<file path="src/rtl/wave_timer_pkg.sv">
package wave_timer_pkg;
  localparam int NUM_CH    = 2;
  localparam int MAX_SHIFT = 10;
  localparam int PRE_W     = MAX_SHIFT;
  localparam int STAT_W    = NUM_CH + 1;

  typedef enum logic [1:0] {
    WM_NORM_FREQ  = 2'd0,
    WM_MATCH_FREQ = 2'd1,
    WM_NORM_PWM   = 2'd2,
    WM_MATCH_PWM  = 2'd3
  } waveMode_e;

  typedef enum logic [1:0] {
    RL_CLOCK     = 2'd0,
    RL_TICK      = 2'd1,
    RL_RESYNC    = 2'd2,
    RL_CLOCK_ALT = 2'd3
  } reloadPol_e;

  typedef struct packed {
    logic              enable;
    logic [NUM_CH-1:0] invert;
    logic              oneShot;
    reloadPol_e        reloadPol;
    waveMode_e         waveMode;
    logic              countDown;
    logic [2:0]        prescCode;
  } tmrCfg_t;

  typedef struct packed {
    logic step;
    logic reload;
  } tmrStb_t;
endpackage

</file>
<file path="src/rtl/wave_timer_ctrl.sv">
module wave_timer_ctrl
  import wave_timer_pkg::*;
#(
  parameter int CNT_W = 16
) (
  input  logic                         clk,
  input  logic                         rstN,
  input  logic                         wrEn,
  input  logic [1:0]                   wrAddr,
  input  logic [CNT_W-1:0]             wrData,
  input  logic                         retrig,
  input  logic                         wrapEvt,
  output tmrCfg_t                      cfg,
  output logic [NUM_CH-1:0][CNT_W-1:0] cc,
  output logic [STAT_W-1:0]            clrMask,
  output tmrStb_t                      stb
);
  logic [PRE_W-1:0] preCnt;
  logic             halted;
  logic             pend;
  logic             tick;
  logic             trig;
  logic             startCmd;
  logic             unusedHi;

  assign unusedHi = ^wrData[CNT_W-1:13];

  function automatic logic [PRE_W-1:0] divLast(input logic [2:0] code);
    int sh;
    sh = (code <= 3'd4) ? int'(code) : 2 * int'(code) - 4;
    return PRE_W'((32'd1 << sh) - 32'd1);
  endfunction

  assign startCmd = wrEn && (wrAddr == 2'd0) && wrData[12];
  assign trig     = cfg.enable && (retrig || startCmd);
  assign tick     = cfg.enable && (preCnt >= divLast(cfg.prescCode));
  assign clrMask  = (wrEn && wrAddr == 2'd3) ? wrData[STAT_W-1:0] : '0;

  always_comb begin
    stb.reload = !cfg.enable
              || (trig && cfg.reloadPol != RL_TICK)
              || (pend && tick);
    stb.step   = tick && !halted && !stb.reload;
  end

  always_ff @(posedge clk or negedge rstN) begin
    if (!rstN) begin
      cfg    <= '0;
      cc     <= '0;
      preCnt <= '0;
      halted <= 1'b0;
      pend   <= 1'b0;
    end else begin
      if (wrEn && wrAddr == 2'd0) begin
        cfg.prescCode <= wrData[2:0];
        cfg.countDown <= wrData[3];
        cfg.waveMode  <= waveMode_e'(wrData[5:4]);
        cfg.reloadPol <= reloadPol_e'(wrData[7:6]);
        cfg.oneShot   <= wrData[8];
        cfg.invert    <= wrData[10:9];
        cfg.enable    <= wrData[11];
      end
      if (wrEn && wrAddr == 2'd1) cc[0] <= wrData;
      if (wrEn && wrAddr == 2'd2) cc[1] <= wrData;
      if (!cfg.enable) begin
        preCnt <= '0;
        halted <= 1'b0;
        pend   <= 1'b0;
      end else begin
        if (trig && cfg.reloadPol == RL_RESYNC) preCnt <= '0;
        else if (tick)                          preCnt <= '0;
        else                                    preCnt <= preCnt + 1'b1;
        if (trig)                         halted <= 1'b0;
        else if (cfg.oneShot && wrapEvt)  halted <= 1'b1;
        if (trig && cfg.reloadPol == RL_TICK) pend <= 1'b1;
        else if (tick)                        pend <= 1'b0;
      end
    end
  end

  // a resync trigger restarts the prescaler phase
  a_r11_presc_cleared: assert property (@(posedge clk) disable iff (!rstN)
    (trig && cfg.reloadPol == RL_RESYNC) |=> (preCnt == '0));

  // the counter only stops after a one-shot wrap
  a_r12_halt_cause: assert property (@(posedge clk) disable iff (!rstN)
    $rose(halted) |-> ($past(wrapEvt) && $past(cfg.oneShot)));
endmodule

</file>
<file path="src/rtl/wave_timer_dpath.sv">
module wave_timer_dpath
  import wave_timer_pkg::*;
#(
  parameter int CNT_W = 16
) (
  input  logic                         clk,
  input  logic                         rstN,
  input  tmrCfg_t                      cfg,
  input  logic [NUM_CH-1:0][CNT_W-1:0] cc,
  input  tmrStb_t                      stb,
  input  logic [STAT_W-1:0]            clrMask,
  output logic [CNT_W-1:0]             count,
  output logic [NUM_CH-1:0]            wave,
  output logic [NUM_CH-1:0]            matchPulse,
  output logic                         ovfPulse,
  output logic [STAT_W-1:0]            status,
  output logic                         wrapEvt
);
  logic [CNT_W-1:0]  topVal;
  logic [CNT_W-1:0]  startVal;
  logic              atEnd;
  logic              pwmMode;
  logic [NUM_CH-1:0] hit;
  logic              unusedCfg;

  assign unusedCfg = ^{cfg.prescCode, cfg.reloadPol, cfg.oneShot};
  assign pwmMode   = cfg.waveMode[1];
  assign topVal    = cfg.waveMode[0] ? cc[0] : '1;
  assign startVal  = cfg.countDown ? topVal : '0;
  assign atEnd     = cfg.countDown ? (count == '0) : (count >= topVal);
  assign wrapEvt   = stb.step && atEnd;

  generate
    for (genvar i = 0; i < NUM_CH; i++) begin : g_ch
      logic tog;
      assign hit[i] = stb.step && (count == cc[i]);
      always_ff @(posedge clk or negedge rstN) begin
        if (!rstN)                    tog <= 1'b0;
        else if (!cfg.enable)         tog <= 1'b0;
        else if (hit[i] && !pwmMode)  tog <= ~tog;
      end
      assign wave[i] = (pwmMode ? (count < cc[i]) : tog) ^ cfg.invert[i];
    end
  endgenerate

  always_ff @(posedge clk or negedge rstN) begin
    if (!rstN) begin
      count      <= '0;
      matchPulse <= '0;
      ovfPulse   <= 1'b0;
      status     <= '0;
    end else begin
      if (stb.reload)     count <= startVal;
      else if (stb.step) begin
        if (atEnd)               count <= startVal;
        else if (cfg.countDown)  count <= count - 1'b1;
        else                     count <= count + 1'b1;
      end
      matchPulse <= hit;
      ovfPulse   <= wrapEvt;
      status     <= (status & ~clrMask) | {hit, wrapEvt};
    end
  end

  // an up step away from the top adds exactly one
  a_r2_up_step: assert property (@(posedge clk) disable iff (!rstN)
    (stb.step && !cfg.countDown && !atEnd) |=> (count == CNT_W'($past(count) + 1'b1)));

  // without a step or reload the count does not move
  a_r2_hold: assert property (@(posedge clk) disable iff (!rstN)
    (!stb.step && !stb.reload) |=> $stable(count));

  // a wrap lands on the start value together with its pulse
  a_r4_wrap_start: assert property (@(posedge clk) disable iff (!rstN)
    wrapEvt |=> (ovfPulse && count == $past(startVal)));

  // the wrap flag persists until it is cleared
  a_r13_sticky: assert property (@(posedge clk) disable iff (!rstN)
    (status[0] && !clrMask[0]) |=> status[0]);
endmodule

</file>
<file path="src/rtl/wave_timer16.sv">
module wave_timer16
  import wave_timer_pkg::*;
#(
  parameter int CNT_W = 16
) (
  input  logic              clk,
  input  logic              rstN,
  input  logic              wrEn,
  input  logic [1:0]        wrAddr,
  input  logic [CNT_W-1:0]  wrData,
  input  logic              retrig,
  output logic [CNT_W-1:0]  count,
  output logic [NUM_CH-1:0] wave,
  output logic [NUM_CH-1:0] matchPulse,
  output logic              ovfPulse,
  output logic [STAT_W-1:0] status
);
  tmrCfg_t                      cfg;
  tmrStb_t                      stb;
  logic [NUM_CH-1:0][CNT_W-1:0] cc;
  logic [STAT_W-1:0]            clrMask;
  logic                         wrapEvt;

  wave_timer_ctrl #(.CNT_W(CNT_W)) u_ctrl (
    .clk(clk), .rstN(rstN), .wrEn(wrEn), .wrAddr(wrAddr), .wrData(wrData),
    .retrig(retrig), .wrapEvt(wrapEvt), .cfg(cfg), .cc(cc),
    .clrMask(clrMask), .stb(stb)
  );

  wave_timer_dpath #(.CNT_W(CNT_W)) u_dpath (
    .clk(clk), .rstN(rstN), .cfg(cfg), .cc(cc), .stb(stb), .clrMask(clrMask),
    .count(count), .wave(wave), .matchPulse(matchPulse), .ovfPulse(ovfPulse),
    .status(status), .wrapEvt(wrapEvt)
  );
endmodule

</file>
<file path="config.mk">
export PLATFORM = sky130hd
export DESIGN_NAME = wave_timer16
export DESIGN_NICKNAME = d
export VERILOG_FILES = /design/src/rtl/wave_timer_pkg.sv /design/src/rtl/wave_timer_ctrl.sv /design/src/rtl/wave_timer_dpath.sv /design/src/rtl/wave_timer16.sv
export SDC_FILE = /design/constraint.sdc
export NUM_CORES = 1
export LEC_CHECK = 0
export CELL_PAD_IN_SITES_DETAIL_PLACEMENT = 0
export CELL_PAD_IN_SITES_GLOBAL_PLACEMENT = 1
export CORE_AREA = 2 2 112 114
export CTS_CLUSTER_SIZE = 12
export DETAILED_ROUTE_END_ITERATION = 8
export DIE_AREA = 0 0 114 116
export DONT_BUFFER_PORTS = 1
export PLACE_DENSITY = 0.74
export SLEW_MARGIN = 10
export SYNTH_ARGS = -nofsm -noshare
export SYNTH_HDL_FRONTEND = slang
export SYNTH_SLANG_ARGS = --single-unit
</file>
<file path="constraint.sdc">
create_clock -name clk -period 2.7 [get_ports clk]
set_input_delay 0.405 -clock clk [delete_from_list [all_inputs] [get_ports clk]]
set_output_delay 0.405 -clock clk [all_outputs]
set_load 0.03 [all_outputs]
</file>
After elaboration in Yosys (flattened, before gate mapping) --
Index checks and enable logic that the tools add are counted.
Storage, ports and cells: flip-flop bits (word level) 80, bits of input ports 22, output and inout bits 24, logic and storage cells 101
Cells by class: add/subtract/negate cells 5, order comparisons 5, equality and inequality tests 12, shift operators 1, mux-type cells 24, bitwise operators 7, reductions and logical operators 29
Operators by type and width (count):
- 16-bit 2-to-1 mux | 6
- 16-bit == test | 2
- 16-bit < comparator | 2
- 32-bit 2-to-1 mux | 1
- 1-bit by 32-bit left shift with 10-bit output (first input constant) | 1
- 10-bit 2-to-1 mux | 3
- 1-bit logical AND | 19
- 16-bit by 1-bit adder with 16-bit output (second input constant) | 1
- 16-bit >= comparator | 1
- 16-bit zero test | 1
- 16-bit by 1-bit subtractor with 16-bit output (second input constant) | 1
- 1-bit 2-to-1 mux | 13
- 10-bit by 1-bit adder with 10-bit output (second input constant) | 1
- 10-bit >= comparator | 1
- 10-bit by 1-bit subtractor with 10-bit output (second input constant) | 1
- 2-bit == test (second input constant) | 3
- 2-bit by 1-bit inequality test with 1-bit output (second input constant) | 3
- 3-bit inequality test (second input constant) | 2
- 4-bit by 3-bit subtractor with 5-bit output (second input constant) | 1
- 2-bit by 1-bit == test with 1-bit output (second input constant) | 2
- 1-bit zero test | 4
- 3-bit AND | 1
- 3-bit less-or-equal comparator (second input constant) | 1
- 1-bit logical OR | 3
- other kinds (7) | 9

Depth between registers and ports, before layout --
Gate-level depths: netlist of the first run.
word-level depth 15, depth in mapped cells 13, mapped depth without buffers 11

Cells and area by module --
Synthesis of the first run repeated with hierarchy kept, for this count alone.
Unflattened totals: cells, all modules 585, area, all modules 5622.9 um^2
By module, submodules not included:
- wave_timer_dpath | times used 1, cells each 394, area each 3131.8 um^2, seq. area each 600.6 um^2
- wave_timer_ctrl | times used 1, cells each 191, area each 2491.1 um^2, seq. area each 1401.3 um^2

Least setup slack after synthesis of the first run --
OpenSTA, ideal clock, no wires.
kind reg2reg, start reg u_dpath.count[0], end reg u_dpath.count[12], library setup time 0.126 ns, arrival time 2.691 ns, data required time 2.574 ns, slack -0.117 ns, cell stages (with the launch flop) 11, path buffers 0, period minus slack after synthesis 2.817 ns, path through dfrtp_1 -> inv_1 -> ha_1 -> nand2b_4 -> a2111oi_4 -> nor4_1 -> or4_4 -> a21oi_4 -> o211a_4 -> nor2_1 -> a221o_1
Between the ends: longest elaborated chain between the ends 5, elaborated cells on any way between the ends 9, those cells by class 2 x add/sub; 1 x order compare; 5 x mux; 1 x reduce/logical
Ends and longest elaborated chain:
- from (decl) | RTL line wave_timer_dpath.sv:12 | output logic [CNT_W-1:0] count,
- from (signal assigned) | RTL line wave_timer_dpath.sv:53 | if (stb.reload) count <= startVal;
- from (signal assigned) | RTL line wave_timer_dpath.sv:55 | if (atEnd) count <= startVal;
- from (signal assigned) | RTL line wave_timer_dpath.sv:56 | else if (cfg.countDown) count <= count - 1'b1;
- 16-bit by 1-bit adder with 16-bit output (tied with other cells) | RTL line wave_timer_dpath.sv:57 | else count <= count + 1'b1;
- 16-bit 2-to-1 mux or 1-bit 2-to-1 mux (tied branches) | RTL line wave_timer_dpath.sv:56, wave_timer_dpath.sv:30
- 16-bit 2-to-1 mux * | RTL line wave_timer_dpath.sv:55
- 16-bit 2-to-1 mux * | RTL line wave_timer_dpath.sv:54 | else if (stb.step) begin
- 16-bit 2-to-1 mux * | RTL line wave_timer_dpath.sv:53
Every way passes the cells marked *; elsewhere a longest branch is shown, timed or not. The select of a mux whose other input is x is not followed. A chain may end at the register's enable or synchronous reset.

Worst setup path in the final report of the first run --
start reg u_dpath.count[9], end out wave[1]
Between the ends: longest elaborated chain between the ends 3
Ends and longest elaborated chain:
- 16-bit < comparator | RTL line wave_timer_dpath.sv:42 | assign wave[i] = (pwmMode ? (count < cc[i]) : tog) ^ cfg.invert[i];
- 1-bit 2-to-1 mux | RTL line wave_timer_dpath.sv:42
- 1-bit bitwise XOR | RTL line wave_timer_dpath.sv:42
- to (decl) | RTL line wave_timer16.sv:13 | output logic [NUM_CH-1:0] wave,
Every way passes these cells.

==> flow_summary_export.csv, run 1 <==
group,metric,value,unit
critical_path,slowest_delay,0.45,ns
timing,min_period,2.831,ns
cells_and_area,n_antenna_cell,0,
critical_path,crit_buf_inv,1,
timing,clock.fmax,353.2,MHz
outcome,status,"complete, but fails checks",
critical_path,cp_slowest_cell,"dfrtp_2",
global_route,gr-usage-met1,29.60,%
clock_tree,cts.sinks,80,
critical_path,worstSetupPathType,"flip-flop to output port",
logic_synthesis,synth.distinct_cells,61,
floorplanning,coreArea,11910,um2
routing,wl_per_cell,18.47,um
power,vdd_drop_max,0.4681,mV
place,finalWeightedCongestion,0.8535,
timing,slew_headroom,51.51,%
cells_and_area,nets,716,
hold_path,min_path_type,"primary input to flip-flop",
clock_tree,cts_max_path_buffers,2,
place,dp_cells,743,
timing,hold_viol_final,0,
cells_and_area,n_fill_cell,1022,
place,dpl.hpwl,10520,um
critical_path,path_common_cell,"a21o_1",
routing,via_per_inst,5.736,
clock_tree,htreeDepth,3,
clock_tree,cts_tree,"built",
global_route,grt_start_max_net_pins,81,
cells_and_area,multi_input_area,3483,um2
place,portBuffers,0,
place,pre_cts_ws,-0.05301,ns
power,powerDensity,846.2,nW/um2
timing,worst_pin_slew,0.7262,ns
routing,drt-initial-drc-count,226,
clock_tree,root_buffer,"clkbuf_16",
floorplanning,die_w,114,um
clock_tree,clk_pin_slew,0.06,ns
timing,period_share,104.9,%
logic_synthesis,synth-seq-cells,80,
critical_path,critPathTopFamily,"compound AO/OA/AOI/OAI gates",
critical_path,crit_fanout,2,
clock_tree,cts_buffers,9,
logic_synthesis,ys.flop_type,"dfrtp_1",
logic_synthesis,synth_area_per_cell,10.04,um2
floorplanning,die_area,13220,um2
routing,dr_total_vias,4428,
cells_and_area,fin_cells,772,
critical_path,cp.arrival,2.43,ns
timing,setup-violations-final,9,
floorplanning,initial_core_util,45.86,%
global_route,busiest_layer,"met2",
routing,firstDrtPassIters,4,
place,post_dp_cell_area,6076,um2
logic_synthesis,synthArstFlopShare,100.0,%
global_route,gr-usage-met2,37.06,%
cells_and_area,regArea,2008,um2
routing,drcViolationCount,0,
logic_synthesis,synth_enable_flop_cells,0,
global_route,grt_pass1_vias,4411,
timing,fin_skew,0.004683,ns
routing,wl,14260,um
logic_synthesis,netlist_instances,544,
timing,drv_slew,0,
logic_synthesis,synth.net_count,640,
power,p_total,5.704,mW
outcome,violations,"negative setup slack",
cells_and_area,syn_to_final_growth,23.39,%
routing,ant_nets,0,
critical_path,cp-start-kind,"flip-flop",
global_route,grt_usage,22.47,%
critical_path,cp_data_required_time,2.30,ns
logic_synthesis,yosysWarnings,0,
timing,rsz0062_at_grt,"yes",
logic_synthesis,yosysSeqAreaShare,36.65,%
global_route,grt_pass1_wl,22960,um
global_route,antenna_found_initial,0,
floorplanning,placementRows,40,
cells_and_area,drive_gt1_share,29.60,%
clock_tree,clk_latency,0.34,ns
cells_and_area,fin_area,6740,um2
power,cellLeakagePower,3.279,nW
critical_path,path_cells,"ha_4, a21o_1, a21o_1, a21o_1, a21oi_1, o21ai_1, a21oi_2, a31oi_4, xnor2_2, buf_6",
global_route,overflow,0,
global_route,gr-usage-met3,4.184,%
floorplanning,die_h,116,um
critical_path,worstSetupEndpointType,"output port",
floorplanning,top_level_ports,46,
flow_run,max_cap_viol_count,0,
timing,fin_setup_tns,-0.3628,ns
logic_synthesis,syn-cell-area,5463,um2
timing,setup_ws,-0.1314,ns
-- flip-flops by register name, summed over array words and instances, names as in the netlist --
register	flops
u_dpath.ovfPulse	1
u_ctrl.halted	1
u_dpath.count	16
u_dpath.status	3
u_ctrl.preCnt	10
u_dpath.g_ch.tog	2
u_ctrl.cfg	12
u_ctrl.pend	1
u_dpath.matchPulse	2
u_ctrl.cc	32
-- layer usage --
metal | vias up | wire length, um
met1 | 2190 | 6502
met5 | - | 0
met3 | 21 | 570
met2 | 80 | 6865
met4 | 0 | 320
li1 | 2137 | -
-- kinds of logic (layout without fill, tap and decap cells) --
| group | Yosys count | after routing | synth area share (%) |
|---|---|---|---|
| and+or+nand+nor | 161 | 161 | 15.21 |
| muxes | 41 | 41 | 8.497 |
| buffers and inverters | 48 | 129 | 3.527 |
| DFF | 80 | 80 | 36.65 |
| xor gates and xnor gates | 23 | 23 | 3.688 |
| adders and majority gates | 74 | 74 | 17.09 |
| AOI/OAI and AO/OA | 117 | 117 | 15.35 |
-- stage by stage --
stage | utilization (%) | hold slack [ns]
2_1_floorplan | - | 0.1094
3_3_place_gp | 51.01 | 0.1138
3_5_place_dp | 51.01 | 0.1120
4_1_cts | 54.87 | 0.1743
5_1_grt | 56.59 | 0.1932
6_report | 56.59 | 0.1870
-- layout by cell type, fill, tap and decap left out, drive strengths merged, types with 11 or more instances in the layout --
| cell | instances |
|---|---|
| dfrtp | 80 |
| ha | 73 |
| buf | 73 |
| nor2 | 46 |
| mux2 | 40 |
| inv | 40 |
| nand2 | 35 |
| a21oi | 30 |
| a21o | 24 |
| o21ai | 20 |
| nand3 | 13 |
| xnor2 | 12 |
| clkbuf | 12 |
| nand4 | 11 |
| xor2 | 11 |
| nor2b | 11 |
-- cells in the mapped netlist, types with 2 or more instances --
cell type,instances,area share (%)
a21oi_2,2,0.32
o21bai_1,2,0.27
inv_1,38,2.6
or3_1,3,0.34
o21ai_1,2,0.18
a22oi_1,3,0.41
nand2_1,33,2.3
nor4_1,6,0.69
nand4_1,11,1.3
clkbuf_1,6,0.41
o31a_1,2,0.32
nand2b_1,5,0.57
or2_2,3,0.34
and4_1,5,0.80
ha_1,73,17
o211ai_1,2,0.27
a211oi_1,3,0.41
nor2b_1,11,1.3
o221ai_1,9,1.4
and3_1,4,0.46
mux2_2,39,8.0
a21oi_1,27,2.5
nand2_2,2,0.23
nor3_1,8,0.73
dfrtp_1,80,37
a21o_1,24,3.3
xnor2_1,12,1.9
o21a_1,9,1.2
nand3b_1,3,0.41
and2_1,2,0.23
nand3_1,13,1.2
nand4b_1,2,0.32
nor2_1,46,3.2
xor2_1,11,1.8
o21ai_0,17,1.6
-- report_power, final --
part	internal [mW]	switching (mW)
Combinational	1.31	1.48
Sequential	1.41	0.223
Clock	0.770	0.517
-- worst reg2reg max path: cells and delay by family, from the launching register on --
kind | cells | cell delay [ns]
AO/OA/AOI/OAI | 4 | 1.14
adder cells (fa/ha/maj) | 1 | 0.19
buffers and inverters | 1 | 0.13
flip-flops | 1 | 0.41
AND/OR/NAND/NOR | 5 | 0.75
-- path summary, 6_finish.rpt --
check | endpoint | cells past startpoint | start | slack, ns
max | wave[1] | 10 | u_dpath.count[9]$_DFFE_PN0P_ | -0.13
min | u_ctrl.cfg[2]$_DFFE_PN0P_ | 2 | wrData[2] | 0.19
max reg2reg | u_dpath.count[12]$_DFFE_PN0P_ | 11 | u_ctrl.cfg[4]$_DFFE_PN0P_ | -0.06
min reg2reg | u_ctrl.cc[26]$_DFFE_PN0P_ | 1 | u_ctrl.cc[26]$_DFFE_PN0P_ | 0.51
max in group asynchronous | u_dpath.count[0]$_DFFE_PN0P_ | 2 | rstN | 1.68
min in group asynchronous | u_dpath.count[6]$_DFFE_PN0P_ | 2 | rstN | 0.62
-- cell type report --
type                       count  area share [%]
clock buffer                  12           3.805
clock inverter                 4          0.7611
inverter                      39           2.209
multi-input combinational    416           51.68
sequential                    80           29.79
tap                          147           2.729
timing repair buffer          74           9.022
-- what timing repair did --
action	CTS	global route
pin swaps	14	16
endpoints found under the setup margin	19	20
setup buffers	6	5
hold buffers	2	0
endpoints found under the hold margin	80	0
gates resized for setup	16	41
No activity file was read; power rests on OpenSTA's default activity.
==> run 2: changes to the inputs <==
SETUP_SLACK_MARGIN = 0.2   (was default)
==> flow_summary_export.csv, run 2 (synthesis gave the netlist of run 1 again) <==
group,metric,value,unit
outcome,status,"complete, but fails checks",
timing,worst_pin_slew,0.5808,ns
timing,whs,0.1774,ns
routing,via_per_inst,5.726,
timing,period_share,104.7,%
routing,drcViolationCount,0,
clock_tree,htreeDepth,3,
place,post_dp_cell_area,6101,um2
critical_path,cp_slowest_cell,"dfrtp_2",
routing,wl_per_cell,18.11,um
floorplanning,top_level_ports,46,
floorplanning,placementRows,40,
clock_tree,cts_tree,"built",
cells_and_area,nets,713,
global_route,grt_pass1_wl,22770,um
cells_and_area,layout_common_cells,"67 x dfrtp_1, 65 x ha_1, 57 x buf_4, 40 x nor2_1, 39 x mux2_2",
outcome,violations,"negative setup slack",
timing,clock.fmax,353.7,MHz
timing,rsz0062_at_grt,"yes",
critical_path,cp_data_required_time,2.30,ns
cells_and_area,final_common_cell,"dfrtp_1",
critical_path,cp-start-kind,"flip-flop",
floorplanning,die_area,13220,um2
cells_and_area,utilization,58.15,%
global_route,grt_start_max_net_pins,81,
clock_tree,cts_buffers,9,
critical_path,worstSetupPathType,"flip-flop to output port",
power,cellLeakagePower,3.324,nW
routing,wl,13930,um
hold_path,min_path_type,"primary input to flip-flop",
critical_path,critPathTopFamily,"compound AO/OA/AOI/OAI gates",
floorplanning,die_h,116,um
critical_path,cp.arrival,2.42,ns
cells_and_area,largest_register,"u_ctrl.cc",
place,finalWeightedCongestion,0.8239,
clock_tree,clk_latency,0.35,ns
cells_and_area,largest_reg_flops,32,
global_route,antenna_found_initial,0,
routing,drt-initial-drc-count,150,
power,p_total,5.830,mW
cells_and_area,reg_top3,"u_ctrl.cc x32, u_dpath.count x16, u_ctrl.cfg x12",
place,dpl.hpwl,10240,um
clock_tree,cts_max_path_buffers,2,
cells_and_area,syn_to_final_growth,26.80,%
global_route,grt_pass1_vias,4598,
global_route,overflow,0,
routing,firstDrtPassIters,4,
power,vdd_drop_max,0.4812,mV
place,dp_cells,733,
routing,ant_nets,0,
cells_and_area,fin_cells,769,
clock_tree,clk_pin_slew,0.06,ns
place,portBuffers,0,
timing,fin_skew,0.009727,ns
timing,slew_headroom,60.28,%
floorplanning,die_w,114,um
critical_path,worstSetupEndpointType,"output port",
timing,setup-violations-final,16,
critical_path,crit_buf_inv,1,
critical_path,path_cells,"ha_4, nor2b_1, o21a_1, o21a_1, o211ai_1, a21oi_1, o21ai_2, a31oi_4, xnor2_2, buf_6",
critical_path,path_common_cell,"o21a_1",
timing,min_period,2.827,ns
timing,hold_viol_final,0,
timing,setup_ws,-0.1273,ns
critical_path,crit_fanout,3,
cells_and_area,n_antenna_cell,0,
routing,dr_total_vias,4403,
clock_tree,root_buffer,"clkbuf_16",
cells_and_area,n_fill_cell,1034,
cells_and_area,fin_area,6927,um2
flow_run,max_cap_viol_count,0,
power,powerDensity,841.6,nW/um2
global_route,grt_usage,21.99,%
critical_path,slowest_delay,0.45,ns
floorplanning,coreArea,11910,um2
cells_and_area,drive_gt1_share,34.24,%
timing,drv_slew,0,
floorplanning,initial_core_util,45.86,%
clock_tree,cts.sinks,80,
==> run 2: cell count changes in the layout (fill, tap and decap cells not counted), sizes merged <==
cell	delta
clkinv	+4
inv	-1
bufinv	+1
buf	-6
clkbuf	-1
==> run 2: final timing paths <==
kind	cells after the start	end	slack, ns	start
setup / recovery	10	wave[1]	-0.13	u_dpath.count[1]$_DFFE_PN0P_
max in group asynchronous	2	u_dpath.count[2]$_DFFE_PN0P_	1.71	rstN
hold reg to reg	1	u_ctrl.cc[30]$_DFFE_PN0P_	0.50	u_ctrl.cc[30]$_DFFE_PN0P_
min in group asynchronous	2	u_ctrl.cc[29]$_DFFE_PN0P_	0.59	rstN
hold / removal	2	u_ctrl.cfg[7]$_DFFE_PN0P_	0.18	wrData[7]
setup reg to reg	11	u_dpath.count[12]$_DFFE_PN0P_	-0.09	u_dpath.count[1]$_DFFE_PN0P_
==> run 2: where the power goes <==
| part | switching (mW) | internal [mW] | leakage [nW] | total (mW) |
|---|---|---|---|---|
| registers | 0.266 | 1.42 | 0.987 | 1.68 |
| logic | 1.48 | 1.35 | 2.18 | 2.83 |
| clock network | 0.508 | 0.811 | 0.156 | 1.32 |
==> run 2: cell type report <==
type	instances	area, um2	area share [%]
well taps	147	183.9	2.655
repair inverters	1	5.005	0.07225
multi-input cells	416	3618	52.24
flip-flops and latches	80	2018	29.14
inverters	39	151.4	2.186
repair buffers	70	629.4	9.086
clock inverters	7	95.09	1.373
clock buffers	9	225.2	3.251
==> run 2: per-stage QoR <==
| stage | worst slack (ns) | TNS [ns] |
|---|---|---|
| floorplan | 0.1155 | 0 |
| global placement | 0.03389 | 0 |
| detailed placement | 0.0005818 | 0 |
| CTS | -0.1691 | -0.9815 |
| global route | -0.2341 | -2.953 |
| finish | -0.1273 | -0.6983 |
==> run 2: routing by layer <==
metal / vias up / wire (um) / global-route usage, %
li1: 2130 / - / -
met1: 2182 / 6342 / 28.13
met2: 74 / 6885 / 38.10
met3: 17 / 465 / 4.027
met4: 0 / 232 / 6.667
met5: - / 0 / 0
==> run 2: what timing repair did <==
item	4_1_cts	5_1_grt
gates resized for setup	42	36
pin swaps	15	21
hold endpoints to repair	80	0
buffers inserted	5	10
hold buffers	2	0
gates cloned	1	2
setup endpoints to repair	22	33
